<file path="src/rtl/sdram_seq_pkg.sv">
package sdram_seq_pkg;

  // Bit order is {cs_n, ras_n, cas_n, we_n}
  typedef enum logic [3:0] {
    CMD_LMR = 4'b0000,
    CMD_REF = 4'b0001,
    CMD_PRE = 4'b0010,
    CMD_ACT = 4'b0011,
    CMD_WR  = 4'b0100,
    CMD_RD  = 4'b0101,
    CMD_BST = 4'b0110,
    CMD_NOP = 4'b0111
  } sd_cmd_e;

  typedef enum logic [2:0] {
    ST_PWRUP, ST_IREF, ST_MRS, ST_IDLE, ST_RW, ST_DONE
  } seq_state_e;

  // One-beat bursts, sequential order, standard mode, single-beat writes
  function automatic logic [11:0] mode_word(input int cl);
    logic [11:0] m;
    m       = '0;
    m[6:4]  = 3'(cl);
    m[9]    = 1'b1;
    return m;
  endfunction

endpackage

</file>
<file path="src/rtl/sdram_seq_wait.sv">
module sdram_seq_wait #(
  parameter int W       = 14,
  parameter int RST_VAL = 0
) (
  input  logic         clk,
  input  logic         rst,
  input  logic         load,
  input  logic [W-1:0] val,
  output logic         zero
);
  logic [W-1:0] cnt;

  always_ff @(posedge clk) begin
    if (rst)              cnt <= W'(RST_VAL);
    else if (load)        cnt <= val;
    else if (cnt != '0)   cnt <= cnt - 1'b1;
  end

  assign zero = (cnt == '0);
endmodule

</file>
<file path="src/rtl/sdram_seq_refresh.sv">
module sdram_seq_refresh #(
  parameter int REFI_CYC = 1560
) (
  input  logic clk,
  input  logic rst,
  input  logic en,
  input  logic clr,
  output logic due
);
  localparam int CW = $clog2(REFI_CYC + 1);
  logic [CW-1:0] cnt;

  always_ff @(posedge clk) begin
    if (rst || !en) begin
      cnt <= CW'(REFI_CYC - 1);
      due <= 1'b0;
    end else begin
      if (cnt == '0) cnt <= CW'(REFI_CYC - 1);
      else           cnt <= cnt - 1'b1;
      if (cnt == '0) due <= 1'b1;
      else if (clr)  due <= 1'b0;
    end
  end
endmodule

</file>
<file path="src/rtl/sdram_seq_rdcap.sv">
module sdram_seq_rdcap #(
  parameter int CAS_LAT = 2,
  parameter int DATA_W  = 16
) (
  input  logic              clk,
  input  logic              rst,
  input  logic              rd_issue,
  input  logic [DATA_W-1:0] dq_in,
  output logic [DATA_W-1:0] rd_data
);
  logic [CAS_LAT-1:0] sh;

  generate
    if (CAS_LAT > 1) begin : g_multi
      always_ff @(posedge clk) begin
        if (rst) sh <= '0;
        else     sh <= {sh[CAS_LAT-2:0], rd_issue};
      end
    end else begin : g_single
      always_ff @(posedge clk) begin
        if (rst) sh <= '0;
        else     sh <= rd_issue;
      end
    end
  endgenerate

  always_ff @(posedge clk) begin
    if (rst)                  rd_data <= '0;
    else if (sh[CAS_LAT-1])   rd_data <= dq_in;
  end
endmodule

</file>
<file path="src/rtl/sdram_seq_ctrl.sv">
module sdram_seq_ctrl
  import sdram_seq_pkg::*;
#(
  parameter int ROW_W     = 12,
  parameter int COL_W     = 8,
  parameter int BANK_W    = 2,
  parameter int DATA_W    = 16,
  parameter int CAS_LAT   = 2,
  parameter int PWRUP_CYC = 10000,
  parameter int REFI_CYC  = 1560,
  parameter int INIT_REFS = 2,
  parameter int T_RP      = 2,
  parameter int T_RFC     = 7,
  parameter int T_MRD     = 2,
  parameter int T_RCD     = 2,
  parameter int T_WR      = 2
) (
  input  logic                            clk,
  input  logic                            rst,
  input  logic                            req_valid,
  input  logic                            req_we,
  input  logic [BANK_W+ROW_W+COL_W-1:0]   req_addr,
  input  logic [DATA_W-1:0]               req_wdata,
  input  logic [DATA_W/8-1:0]             req_be,
  output logic                            req_ack,
  output logic [DATA_W-1:0]               rd_data,
  output logic                            init_done,
  output logic                            sd_cke,
  output logic                            sd_cs_n,
  output logic                            sd_ras_n,
  output logic                            sd_cas_n,
  output logic                            sd_we_n,
  output logic [BANK_W-1:0]               sd_ba,
  output logic [ROW_W-1:0]                sd_a,
  output logic [DATA_W/8-1:0]             sd_dqm,
  output logic [DATA_W-1:0]               sd_dq_out,
  output logic                            sd_dq_oe,
  input  logic [DATA_W-1:0]               sd_dq_in
);
  localparam int DQM_W   = DATA_W / 8;
  localparam int ADDR_W  = BANK_W + ROW_W + COL_W;
  localparam int AP_BIT  = 10;
  localparam int RD_WAIT = CAS_LAT + 1 + T_RP;
  localparam int WR_WAIT = T_WR + T_RP;
  localparam int LONGEST = (PWRUP_CYC > 64) ? PWRUP_CYC : 64;
  localparam int WAIT_W  = $clog2(LONGEST + 1);
  localparam int IREF_W  = $clog2(INIT_REFS + 1);

  seq_state_e          state, nxt;
  logic [IREF_W-1:0]   iref_n;
  logic                hold_we;
  logic [ADDR_W-1:0]   hold_addr;
  logic [DATA_W-1:0]   hold_wdata;
  logic [DQM_W-1:0]    hold_be;

  sd_cmd_e             cmd_q, c_cmd;
  logic [BANK_W-1:0]   ba_q, c_ba;
  logic [ROW_W-1:0]    a_q, c_a;
  logic [DQM_W-1:0]    dqm_q, c_dqm;
  logic [DATA_W-1:0]   dq_q, c_dq;
  logic                oe_q, c_oe, ack_q, c_ack, done_q;
  logic                ld, lat_req, ref_clr, tmr_zero, ref_due;
  logic [WAIT_W-1:0]   ld_val;

  sdram_seq_wait #(.W(WAIT_W), .RST_VAL(PWRUP_CYC - 1)) u_wait (
    .clk(clk), .rst(rst), .load(ld), .val(ld_val), .zero(tmr_zero));

  sdram_seq_refresh #(.REFI_CYC(REFI_CYC)) u_ref (
    .clk(clk), .rst(rst), .en(done_q), .clr(ref_clr), .due(ref_due));

  sdram_seq_rdcap #(.CAS_LAT(CAS_LAT), .DATA_W(DATA_W)) u_cap (
    .clk(clk), .rst(rst), .rd_issue(cmd_q == CMD_RD),
    .dq_in(sd_dq_in), .rd_data(rd_data));

  always_comb begin
    nxt     = state;
    c_cmd   = CMD_NOP;
    c_ba    = '0;
    c_a     = '0;
    c_dqm   = '1;
    c_dq    = dq_q;
    c_oe    = 1'b0;
    c_ack   = 1'b0;
    ld      = 1'b0;
    ld_val  = '0;
    lat_req = 1'b0;
    ref_clr = 1'b0;
    if (tmr_zero) begin
      unique case (state)
        ST_PWRUP: begin
          c_cmd = CMD_PRE; c_a[AP_BIT] = 1'b1;
          ld = 1'b1; ld_val = WAIT_W'(T_RP - 1); nxt = ST_IREF;
        end
        ST_IREF: begin
          c_cmd = CMD_REF; ld = 1'b1; ld_val = WAIT_W'(T_RFC - 1);
          if (iref_n == IREF_W'(INIT_REFS - 1)) nxt = ST_MRS;
        end
        ST_MRS: begin
          c_cmd = CMD_LMR; c_a = ROW_W'(mode_word(CAS_LAT));
          ld = 1'b1; ld_val = WAIT_W'(T_MRD - 1); nxt = ST_IDLE;
        end
        ST_IDLE: begin
          if (ref_due) begin
            c_cmd = CMD_REF; ref_clr = 1'b1;
            ld = 1'b1; ld_val = WAIT_W'(T_RFC - 1);
          end else if (req_valid) begin
            c_cmd = CMD_ACT; lat_req = 1'b1;
            c_ba  = req_addr[ADDR_W-1 -: BANK_W];
            c_a   = req_addr[COL_W +: ROW_W];
            ld = 1'b1; ld_val = WAIT_W'(T_RCD - 1); nxt = ST_RW;
          end
        end
        ST_RW: begin
          c_ba = hold_addr[ADDR_W-1 -: BANK_W];
          c_a[COL_W-1:0] = hold_addr[COL_W-1:0];
          c_a[AP_BIT]    = 1'b1;
          ld = 1'b1; nxt = ST_DONE;
          if (hold_we) begin
            c_cmd = CMD_WR; c_oe = 1'b1; c_dq = hold_wdata;
            c_dqm = ~hold_be; ld_val = WAIT_W'(WR_WAIT - 1);
          end else begin
            c_cmd = CMD_RD; c_dqm = '0; ld_val = WAIT_W'(RD_WAIT - 1);
          end
        end
        ST_DONE: begin
          c_ack = 1'b1; nxt = ST_IDLE;
        end
        default: nxt = ST_PWRUP;
      endcase
    end
  end

  always_ff @(posedge clk) begin
    if (rst) begin
      state <= ST_PWRUP;  iref_n <= '0;   cmd_q <= CMD_NOP;
      ba_q  <= '0;        a_q    <= '0;   dqm_q <= '1;
      dq_q  <= '0;        oe_q   <= 1'b0; ack_q <= 1'b0;
      done_q <= 1'b0;     hold_we <= 1'b0; hold_addr <= '0;
      hold_wdata <= '0;   hold_be <= '0;
    end else begin
      state <= nxt;   cmd_q <= c_cmd; ba_q <= c_ba; a_q <= c_a;
      dqm_q <= c_dqm; dq_q  <= c_dq;  oe_q <= c_oe; ack_q <= c_ack;
      if (state == ST_IREF && tmr_zero) iref_n <= iref_n + 1'b1;
      if (state == ST_MRS && tmr_zero)  done_q <= 1'b1;
      if (lat_req) begin
        hold_we <= req_we;     hold_addr <= req_addr;
        hold_wdata <= req_wdata; hold_be <= req_be;
      end
    end
  end

  assign sd_cke    = 1'b1;
  assign {sd_cs_n, sd_ras_n, sd_cas_n, sd_we_n} = cmd_q;
  assign sd_ba     = ba_q;
  assign sd_a      = a_q;
  assign sd_dqm    = dqm_q;
  assign sd_dq_out = dq_q;
  assign sd_dq_oe  = oe_q;
  assign req_ack   = ack_q;
  assign init_done = done_q;
endmodule

</file>
<file path="config.mk">
export PLATFORM = sky130hd
export DESIGN_NAME = sdram_seq_ctrl
export DESIGN_NICKNAME = d
export VERILOG_FILES = /design/src/rtl/sdram_seq_pkg.sv /design/src/rtl/sdram_seq_wait.sv /design/src/rtl/sdram_seq_refresh.sv /design/src/rtl/sdram_seq_rdcap.sv /design/src/rtl/sdram_seq_ctrl.sv
export SDC_FILE = /design/constraint.sdc
export NUM_CORES = 1
export LEC_CHECK = 0
export ABC_CLOCK_PERIOD_IN_PS = 4500
export BUFFER_PORTS_ARGS = -buffer_cell sky130_fd_sc_hd__buf_2
export CAP_MARGIN = 20
export CORE_ASPECT_RATIO = 1.4
export CORE_MARGIN = 1
export CORE_UTILIZATION = 57
export DETAILED_ROUTE_END_ITERATION = 8
export PLACE_DENSITY = 0.85
export SYNTH_ARGS = -nofsm -noshare
export SYNTH_HDL_FRONTEND = slang
export SYNTH_SLANG_ARGS = --single-unit
</file>
<file path="constraint.sdc">
create_clock -name clk -period 4.5 [get_ports clk]
set_input_delay 1.125 -clock clk [delete_from_list [all_inputs] [get_ports clk]]
set_output_delay 1.125 -clock clk [all_outputs]
set_load 0.1 [all_outputs]
</file>
# After elaboration in Yosys (flattened, before gate mapping)
# Cells that the tools add are included.
[totals]
latch_bits = 0
ram_bits = 0
elab_cells = 96
memories = 0
ff_bits = 129
out_inout_bits = 56
romBits = 0
in_bits = 60
[op_classes]
n_mux = 38
n_addsub = 3
bitwise = 5
shifts = 0
n_eq_ne = 10
magnitude_cmp = 0
mul = 0
div = 0
reduce_logical = 20
[ops]
columns = ["op", "n"]
rows = [
  ["$mux W14", 4],
  ["$pmux W14 S4", 1],
  ["$pmux W3 S5", 2],
  ["$pmux W8 S3", 1],
  ["$mux W11", 2],
  ["$mux W3", 6],
  ["$mux W1", 15],
  ["$logic_not A14 Y1", 1],
  ["$reduce_bool A14 Y1", 1],
  ["$sub A14 B1 Y14 const B", 1],
  ["$logic_not A11 Y1", 1],
  ["$sub A11 B1 Y11 const B", 1],
  ["$reduce_or A2 Y1", 5],
  ["$pmux W2 S2", 2],
  ["$eq A3 B2 Y1 const B", 2],
  ["$eq A3 B3 Y1 const B", 2],
  ["$mux W2", 3],
  ["$ne A2 B2 Y1 const B", 3],
  ["$reduce_or A5 Y1", 1],
  ["$eq A4 B3 Y1 const B", 1],
  ["$not A1 Y1", 4],
  ["$pmux W1 S2", 2],
  ["$reduce_and A4 Y1", 1],
  ["$reduce_bool A2 Y1", 2],
  ["other kinds (11)", 12],
]

# Longest topological paths before layout
# Gate-level depths: netlist (run 1).
[logic_depth]
depth_word = 5
depth_mapped = 9
mapped_depth_nobuf = 6

# Modules after synthesis
# A second synthesis (run 1) with hierarchy kept.
[unflattened]
cells_unflattened = 559
hier_area_um2 = 4961.0
[modules_own_cells]
columns = ["module", "area_per_inst_um2", "instances", "cells_each", "seq_area_each_um2"]
rows = [
  ["sdram_seq_ctrl", 2974.1, 1, 344, 1441.4],
  ["sdram_seq_wait", 803.3, 1, 98, 280.3],
  ["sdram_seq_rdcap", 634.4, 1, 56, 360.3],
  ["sdram_seq_refresh", 549.3, 1, 61, 240.2],
]

# Worst setup path before layout (run 1)
# No wires, ideal clock.
[synth_timing]
kind = "input port to flip-flop"
startpoint = "input port req_valid"
endpoint = "register hold_be[0]"
arrival_time_ps = 2003
stages = 6
n_path_buf = 3
path_slack_ps = 2381
setup_time_ps = 116
required_time_ps = 4384
cell_sequence = "and3_1 -> clkbuf_1 -> and2_1 -> buf_4 -> buf_6 -> a31o_1"
[synth_via]
elab_chain_cells = 4
[synth_lines]
columns = ["item", "line_no", "rtl"]
rows = [
  ["start: declaration", "sdram_seq_ctrl.sv:20", "input logic req_valid,"],
  ["$mux W1", "sdram_seq_ctrl.sv:106", "end else if (req_valid) begin"],
  ["$mux W1", "sdram_seq_ctrl.sv:103", "if (ref_due) begin"],
  ["$mux W1", "sdram_seq_ctrl.sv:89", "unique case (state)"],
  ["$mux W1", "sdram_seq_ctrl.sv:88", "if (tmr_zero) begin"],
  ["end signal: assignment", "sdram_seq_ctrl.sv:147", "hold_wdata <= req_wdata; hold_be <= req_be;"],
  ["end: declaration", "sdram_seq_ctrl.sv:54", "logic [DQM_W-1:0] hold_be;"],
]
# Every way passes these cells.
# A chain may end at the register's enable or synchronous reset.

# Final worst setup path (run 1)
[layout_timing]
startpoint = "register u_wait.cnt[0]"
endpoint = "register u_wait.cnt[7]"
[layout_via]
elab_chain_cells = 3
word_cells_on_any_way = 8
cone_classes = "1 x add/sub; 4 x mux; 3 x reduce/logical"
[layout_lines]
columns = ["item", "line_no", "rtl"]
rows = [
  ["start: declaration", "sdram_seq_wait.sv:11", "logic [W-1:0] cnt;"],
  ["start signal: assignment", "sdram_seq_wait.sv:14", "if (rst) cnt <= W'(RST_VAL);"],
  ["start signal: assignment", "sdram_seq_wait.sv:15", "else if (load) cnt <= val;"],
  ["start signal: assignment", "sdram_seq_wait.sv:16", "else if (cnt != '0) cnt <= cnt - 1'b1;"],
  ["$sub A14 B1 Y14 or $logic_not A14 Y1 (tied branches)", "sdram_seq_wait.sv:16, sdram_seq_wait.sv:19", ""],
  ["$mux W14 (tied with other cells)", "sdram_seq_wait.sv:16", ""],
  ["$mux W14 or $reduce_bool A2 Y1 (tied branches)", "--", ""],
]
# Parallel ways exist; a longest one is shown, timed or not. The select of a mux whose other input is x is not followed.

==> results_dict.tcl, run 1 <==
set metrics [dict create \
    hold_start "u_ref.cnt[0]$_SDFF_PP1_" \
    boundaryPins 116 \
    fp.dieW_um 78.2 \
    worst-r2r-setup-slack_ns 1.62 \
    worst_r2r_startpoint "u_wait.cnt[0]$_SDFFE_PP1P_" \
    max-clock-path-buffers 2 \
    core_area_um2 7800 \
    yosys.area.top_type "dfxtp_1" \
    cts_tree "yes" \
    synth-edff-count 0 \
    cells_taking_the_most_area_after_synthesis "dfxtp_1, a31o_1, a21oi_1" \
    first_global_vias 4001 \
    synth_top_family_by_area "compound AO/OA/AOI/OAI gates" \
    antenna_found_initial 0 \
    worst_slack_at_placement_ns 1.27 \
    timing.final.ws_setup_ns 1.62 \
    clk_transition_reported_paths_ns 0.05 \
    synthDistinctLibCells 56 \
    max_freq_ghz 0.347 \
    vias 4123 \
    synth_area_um2 4640 \
    maximum_number_of_pins_on_one_net_before_global_route_repair 56 \
    post_synth_xor_area_fraction 0.0132 \
    finalWeightedCongestion 0.848 \
    worst_setup_path_start_kind "flip-flop" \
    post-synth-top-area-fraction 0.501 \
    timing_worst_slew_pin_value_ns 1.02 \
    finalPower_mw 2.20 \
    globalRouteTotalUtil 0.267 \
    grt-ovfl-total 0 \
    timing.setup.tns_ns 0 \
    vdd.ir_drop.worst_mv 0.286 \
    hold_path.class "reg2reg" \
    layout_worst_path_cycle_share 0.641 \
    synth_seq_area_share 0.501 \
    synth.top_cells.by_count "dfxtp_1, nand2_1, a21oi_1, nor2_1, a31o_1" \
    cts_root_buf "clkbuf_8" \
    cts.sink_count 116 \
    inserted_clock_buffers 17 \
    p_leak_nw 2.29 \
    route.top_layer_used "met4" \
    mux_contribution_to_synthesized_area 0.0370 \
    worstSkewPairLatency_ns 0.52 \
    wl_met2_um 5540 \
    yosys.area_share.simple 0.191 \
    drtIter0Drc 365 \
    via_cell_ratio 5.83 \
    kind_of_capture_point_of_the_worst_setup_path "flip-flop" \
    placed_cells_incl_taps 678 \
    wl_met3_um 803 \
    cts.repair_timing.setup_buffer_count 0 \
    synth-compound-area-share 0.195 \
    global_route_wire_length_before_repair_um 17600 \
    detail_route.first_pass.iterations 5 \
    postCtsResizedCells 0 \
    floorplan.die.height_um 109 \
    drt-met1-wl_um 4120 \
    routedWlPerCell_um 15.3 \
    most_frequently_used_cell_type_in_the_post_synthesis_netlist "dfxtp_1" \
    antenna_left 0 \
    initial_utilization 0.595 \
    synth_ff_type "dfxtp_1" \
    h-tree-depth 4 \
    worst_setup_path_startpoint "u_wait.cnt[0]$_SDFFE_PP1P_" \
    num_rows 38 \
    synthesis.nets 564 \
    layout.nets 660 \
    status "completed" \
    totalWireLength_um 10800 \
    yosysWarnings 0 \
    antenna_cells 0 \
    power_per_cell_area_nw_per_um2 390 \
    grt_setup_unrepaired "no" \
    postSynthCellCount 501 \
    drv_cap 0 \
    layout-drive-gt1-share 0.267 \
    syn_to_final_growth_pct 21.9 \
    final-max-slew-violation-count 0 \
    hpwlAfterDp_um 7110 \
    fin_crit_ns 2.88 \
    timing.slew.headroom 0.318 \
    timing.critical_path.fanout_max 25 \
    drc 0 \
    timing_hold_violations_final 0 \
    cts_hold_buf 0 \
    finalClockSkew_ns 0.00970 \
    synth_fa_ha_area_frac 0.00810 \
    cp_data_required_time_ns 4.90 \
    setup.worst_path.class "reg2reg" \
    async_flop_share 0 \
    die_area_um2 8500 \
    finalSetupViolCount 0 \
    cp_data_arrival_time_ns 3.29 \
    stdcell_count 707 \
    buffer_ports.inserted 113 \
    synthesis_stage_register_bit_count 116 \
    avgSynthCellArea_um2 9.25 \
]
-- final timing paths --
check | cells past startpoint | endpoint
max | 7 | u_wait.cnt[7]$_SDFFE_PP0P_
min | 1 | u_ref.cnt[0]$_SDFF_PP1_
max reg2reg | 7 | u_wait.cnt[7]$_SDFFE_PP0P_
min reg2reg | 1 | u_ref.cnt[0]$_SDFF_PP1_
-- kinds of logic after synthesis --
family | count (synthesis)
adders and majority gates | 3
buffers and inverters | 52
AOI/OAI and AO/OA | 130
and+or+nand+nor | 174
other | 2
xor gates and xnor gates | 7
muxes | 17
DFF | 116
-- through the flow --
step           instance area [um2]  hold slack (ns)  utilization
3_5_place_dp                  5160            0.404        0.662
5_1_grt                       5650            0.440        0.725
4_1_cts                       5650            0.426        0.725
2_1_floorplan                 4640            0.379            -
3_3_place_gp                  5160            0.392        0.662
6_report                      5650            0.419        0.725
-- layer usage --
layer | global-route usage | vias up
met5 | 0 | -
li1 | - | 1979
met4 | 0.153 | 0
met1 | 0.285 | 1918
met3 | 0.0837 | 38
met2 | 0.464 | 188
-- cell usage in the layout, fill, tap and decap left out, types with 3 or more instances in the layout --
master     synthesis  routed
mux2i_1           16      16
nor2b_1            4       4
nor2_1            44      44
nand2_1           53      53
dfxtp_1          116     116
clkbuf_16          0      16
nand2b_1           3       3
or3_1              7       7
o21ai_0           12      12
a31o_1            37      37
clkbuf_8           0       3
or4_1              7       7
a31o_2             7       7
nor4_1             5       5
nor3_1            23      23
a21oi_1           44      44
clkinv_2           0       5
nand3_1            6       6
clkbuf_1          25       4
buf_4              4       6
o31ai_1            7       7
xnor2_1            6       6
ha_1               3       3
inv_1              9       9
and3_1             4       4
a22oi_1            9       9
buf_2              8     113
-- worst max-delay path, stage by stage (launching register included) --
cell	delay [ns]
dfxtp_1	0.34
inv_1	0.09
ha_1	0.22
nor4b_2	0.42
and4b_1	0.95
buf_4	0.39
nor4_1	0.08
mux2_2	0.27
-- cell type report --
class	count	area, um2
inverters	10	37.5
fillers	593	2140
well taps	100	125
repair buffers	119	611
flip-flops and latches	116	2320
clock buffers	23	457
clock inverters	6	32.5
multi-input cells	333	2070
-- flip-flops by register name, summed over array words and instances (netlist names), 3 cells and up --
name	flops
hold_addr	10
state	3
sd_a	12
u_ref.cnt	11
u_cap.rd_data	16
sd_dq_out	16
hold_wdata	16
u_wait.cnt	14
cmd_q	3
-- where the power goes --
group          leakage (nW)  internal (mW)  switching (mW)
Combinational          1.11         0.0227          0.0351
Clock                 0.243          0.688           0.424
Sequential            0.935           1.03         0.00272
Note: power is estimated with default switching activity, not from simulation.
==> run 2, diff against run 1 <==
--- a/config.mk
+++ b/config.mk
@@ -5,14 +5,14 @@
 export SDC_FILE = /design/constraint.sdc
 export NUM_CORES = 1
 export LEC_CHECK = 0
-export ABC_CLOCK_PERIOD_IN_PS = 4500
+export ABC_CLOCK_PERIOD_IN_PS = 3000
 export BUFFER_PORTS_ARGS = -buffer_cell sky130_fd_sc_hd__buf_2
 export CAP_MARGIN = 20
 export CORE_ASPECT_RATIO = 1.4
 export CORE_MARGIN = 1
-export CORE_UTILIZATION = 57
+export CORE_UTILIZATION = 53
 export DETAILED_ROUTE_END_ITERATION = 8
-export PLACE_DENSITY = 0.85
+export PLACE_DENSITY = 0.8
 export SYNTH_ARGS = -nofsm -noshare
 export SYNTH_HDL_FRONTEND = slang
 export SYNTH_SLANG_ARGS = --single-unit
==> constraint.sdc (replaced) <==
create_clock -name clk -period 3 [get_ports clk]
set_input_delay 0.75 -clock clk [delete_from_list [all_inputs] [get_ports clk]]
set_output_delay 0.75 -clock clk [all_outputs]
set_load 0.1 [all_outputs]
==> run 2 against run 1 <==
Against the previous run: clock power rose by 82%; sequential share of layout area shrank 1.0 points; clock skew fell by 0.0032 ns; clock-buffer cell count down 4; final area up 2.6%; combinational power rose by 59%; utilization is 4.7 points lower; critical endpoint is now sd_dq_out[10]$_SDFFE_PP0P_.
==> results_dict.tcl, run 2 (synthesized netlist as in run 1, its figures left out) <==
set metrics [dict create \
    status "completed" \
    totalWireLength_um 10800 \
    most_common_cell_after_layout_fill_and_taps_aside "dfxtp_1" \
    maximum_number_of_pins_on_one_net_before_global_route_repair 54 \
    vdd.ir_drop.worst_mv 0.456 \
    critical_path.top_delay_family "simple AND/OR/NAND/NOR gates" \
    instance_area_at_placement_um2 5200 \
    worst_r2r_startpoint "u_wait.cnt[0]$_SDFFE_PP1P_" \
    finalWeightedCongestion 0.850 \
    postCtsResizedCells 0 \
    timing.setup.tns_ns 0 \
    clk_transition_reported_paths_ns 0.05 \
    grt_setup_unrepaired "no" \
    core_area_um2 8560 \
    hold_path.class "reg2reg" \
    reg2reg_to "sd_dq_out[10]$_SDFFE_PP0P_" \
    detail_route.first_pass.iterations 5 \
    power_per_cell_area_nw_per_um2 631 \
    h-tree-depth 4 \
    final-max-slew-violation-count 0 \
    antenna_left 0 \
    finalSetupViolCount 0 \
    cp_slowest_stage_delay_ns 0.47 \
    p_leak_nw 2.35 \
    setup.worst_path.class "reg2reg" \
    holdPathEnd "u_ref.cnt[0]$_SDFF_PP1_" \
    worst_setup_path_start_kind "flip-flop" \
    cts_hold_buf 0 \
    ff_latch_area_um2 2320 \
    holdWs_ns 0.419 \
    max-clock-path-buffers 2 \
    timing_worst_slew_pin_value_ns 0.858 \
    worstSkewPairLatency_ns 0.41 \
    critical-path-slowest-cell "nand4b_1" \
    drtIter0Drc 232 \
    via_cell_ratio 5.68 \
    global_route_wire_length_before_repair_um 17200 \
    fin_crit_ns 2.35 \
    layout_common_cells "dfxtp_1, buf_2, nand2_1" \
    layout_worst_path_cycle_share 0.785 \
    nFillCells 684 \
    cp_data_arrival_time_ns 2.71 \
    timing.slew.headroom 0.427 \
    first_global_vias 3751 \
    boundaryPins 116 \
    cts.sink_count 116 \
    hold_start "u_ref.cnt[0]$_SDFF_PP1_" \
    combined_area_of_the_multi_input_logic_cells_um2 2070 \
    syn_to_final_growth_pct 25.1 \
    critical_path_buf_inv_count 2 \
    hpwlAfterDp_um 7130 \
    fp.dieW_um 81.0 \
    inserted_clock_buffers 17 \
    layout-drive-gt1-share 0.278 \
    cp_data_required_time_ns 3.36 \
    reg2reg_depth 7 \
    grt-ovfl-total 0 \
    cp_cell_sequence "inv_1 -> ha_1 -> nor4b_2 -> nand4b_1 -> buf_4 -> nor3_1 -> a31o_1" \
    cts.repair_timing.setup_buffer_count 0 \
    cts_tree "yes" \
    timing_hold_violations_final 0 \
    drc 0 \
    layout.nets 662 \
    vias 4071 \
    die_area_um2 9130 \
    floorplan.die.height_um 113 \
    cts_root_buf "clkbuf_16" \
    antenna_found_initial 0 \
    routedWlPerCell_um 15.1 \
    timing.critical_path.fanout_max 19 \
    drv_cap 0 \
    finalClockSkew_ns 0.00653 \
    finalInstanceArea_um2 5800 \
    num_rows 40 \
    buffer_ports.inserted 113 \
    max_freq_ghz 0.425 \
    antenna_cells 0 \
    worst-r2r-setup-slack_ns 0.65 \
    initial_utilization 0.542 \
    kind_of_capture_point_of_the_worst_setup_path "flip-flop" \
    globalRouteTotalUtil 0.246 \
    whs_path_depth 1 \
]
==> run 2: routing by layer <==
| layer | vias up | wire [um] | global-route usage |
|---|---|---|---|
| met4 | 0 | 378 | 0.139 |
| met1 | 1907 | 4420 | 0.280 |
| met5 | - | 0 | 0 |
| met3 | 31 | 583 | 0.0650 |
| met2 | 154 | 5410 | 0.408 |
| li1 | 1979 | - | - |
==> run 2: metrics by stage <==
stage	utilization	cells	power, mW	setup slack (ns)
floorplan	-	501	1.62	1.04
global placement	0.607	685	1.67	0.790
detailed placement	0.607	685	1.67	0.719
CTS	0.678	717	3.69	0.644
global route	0.678	717	3.76	0.372
finish	0.678	717	3.66	0.646
==> run 2: worst max path at each step <==
stage / end / from / slack (ns) / cells past startpoint
6_report: sd_dq_out[10]$_SDFFE_PP0P_ / u_wait.cnt[0]$_SDFFE_PP1P_ / 0.65 / 7
5_1_grt: sd_dq_out[10]$_SDFFE_PP0P_ / u_wait.cnt[0]$_SDFFE_PP1P_ / 0.37 / 7
4_1_cts: sd_dq_out[10]$_SDFFE_PP0P_ / u_wait.cnt[0]$_SDFFE_PP1P_ / 0.64 / 7
3_5_place_dp: sd_a[2]$_SDFF_PP0_ / u_wait.cnt[0]$_SDFFE_PP1P_ / 0.72 / 6
3_3_place_gp: sd_a[6]$_SDFF_PP0_ / u_wait.cnt[0]$_SDFFE_PP1P_ / 0.79 / 6
2_1_floorplan: u_ref.cnt[4]$_SDFF_PP1_ / u_ref.cnt[0]$_SDFF_PP1_ / 1.04 / 7
==> run 2: where the power goes <==
part	internal [mW]	switching, mW	leakage (nW)
sequential	1.55	0.00417	0.935
combinational	0.0366	0.0550	1.13
clock	1.32	0.698	0.289
total	2.90	0.757	2.35
==> run 2: worst register-to-register path: cells and delay by family (launching register included) <==
kind | cells | cell delay [ns]
AO/OA/AOI/OAI | 1 | 0.14
adder cells (fa/ha/maj) | 1 | 0.20
buffers and inverters | 2 | 0.46
flip-flops | 1 | 0.34
AND/OR/NAND/NOR | 3 | 1.17
==> run 2: final cells by class <==
class                      count  area share
multi-input combinational    333       0.357
sequential                   116       0.400
tap                          105      0.0227
timing repair buffer         121       0.110
inverter                      10     0.00647
clock inverter                13      0.0274
clock buffer                  19      0.0764
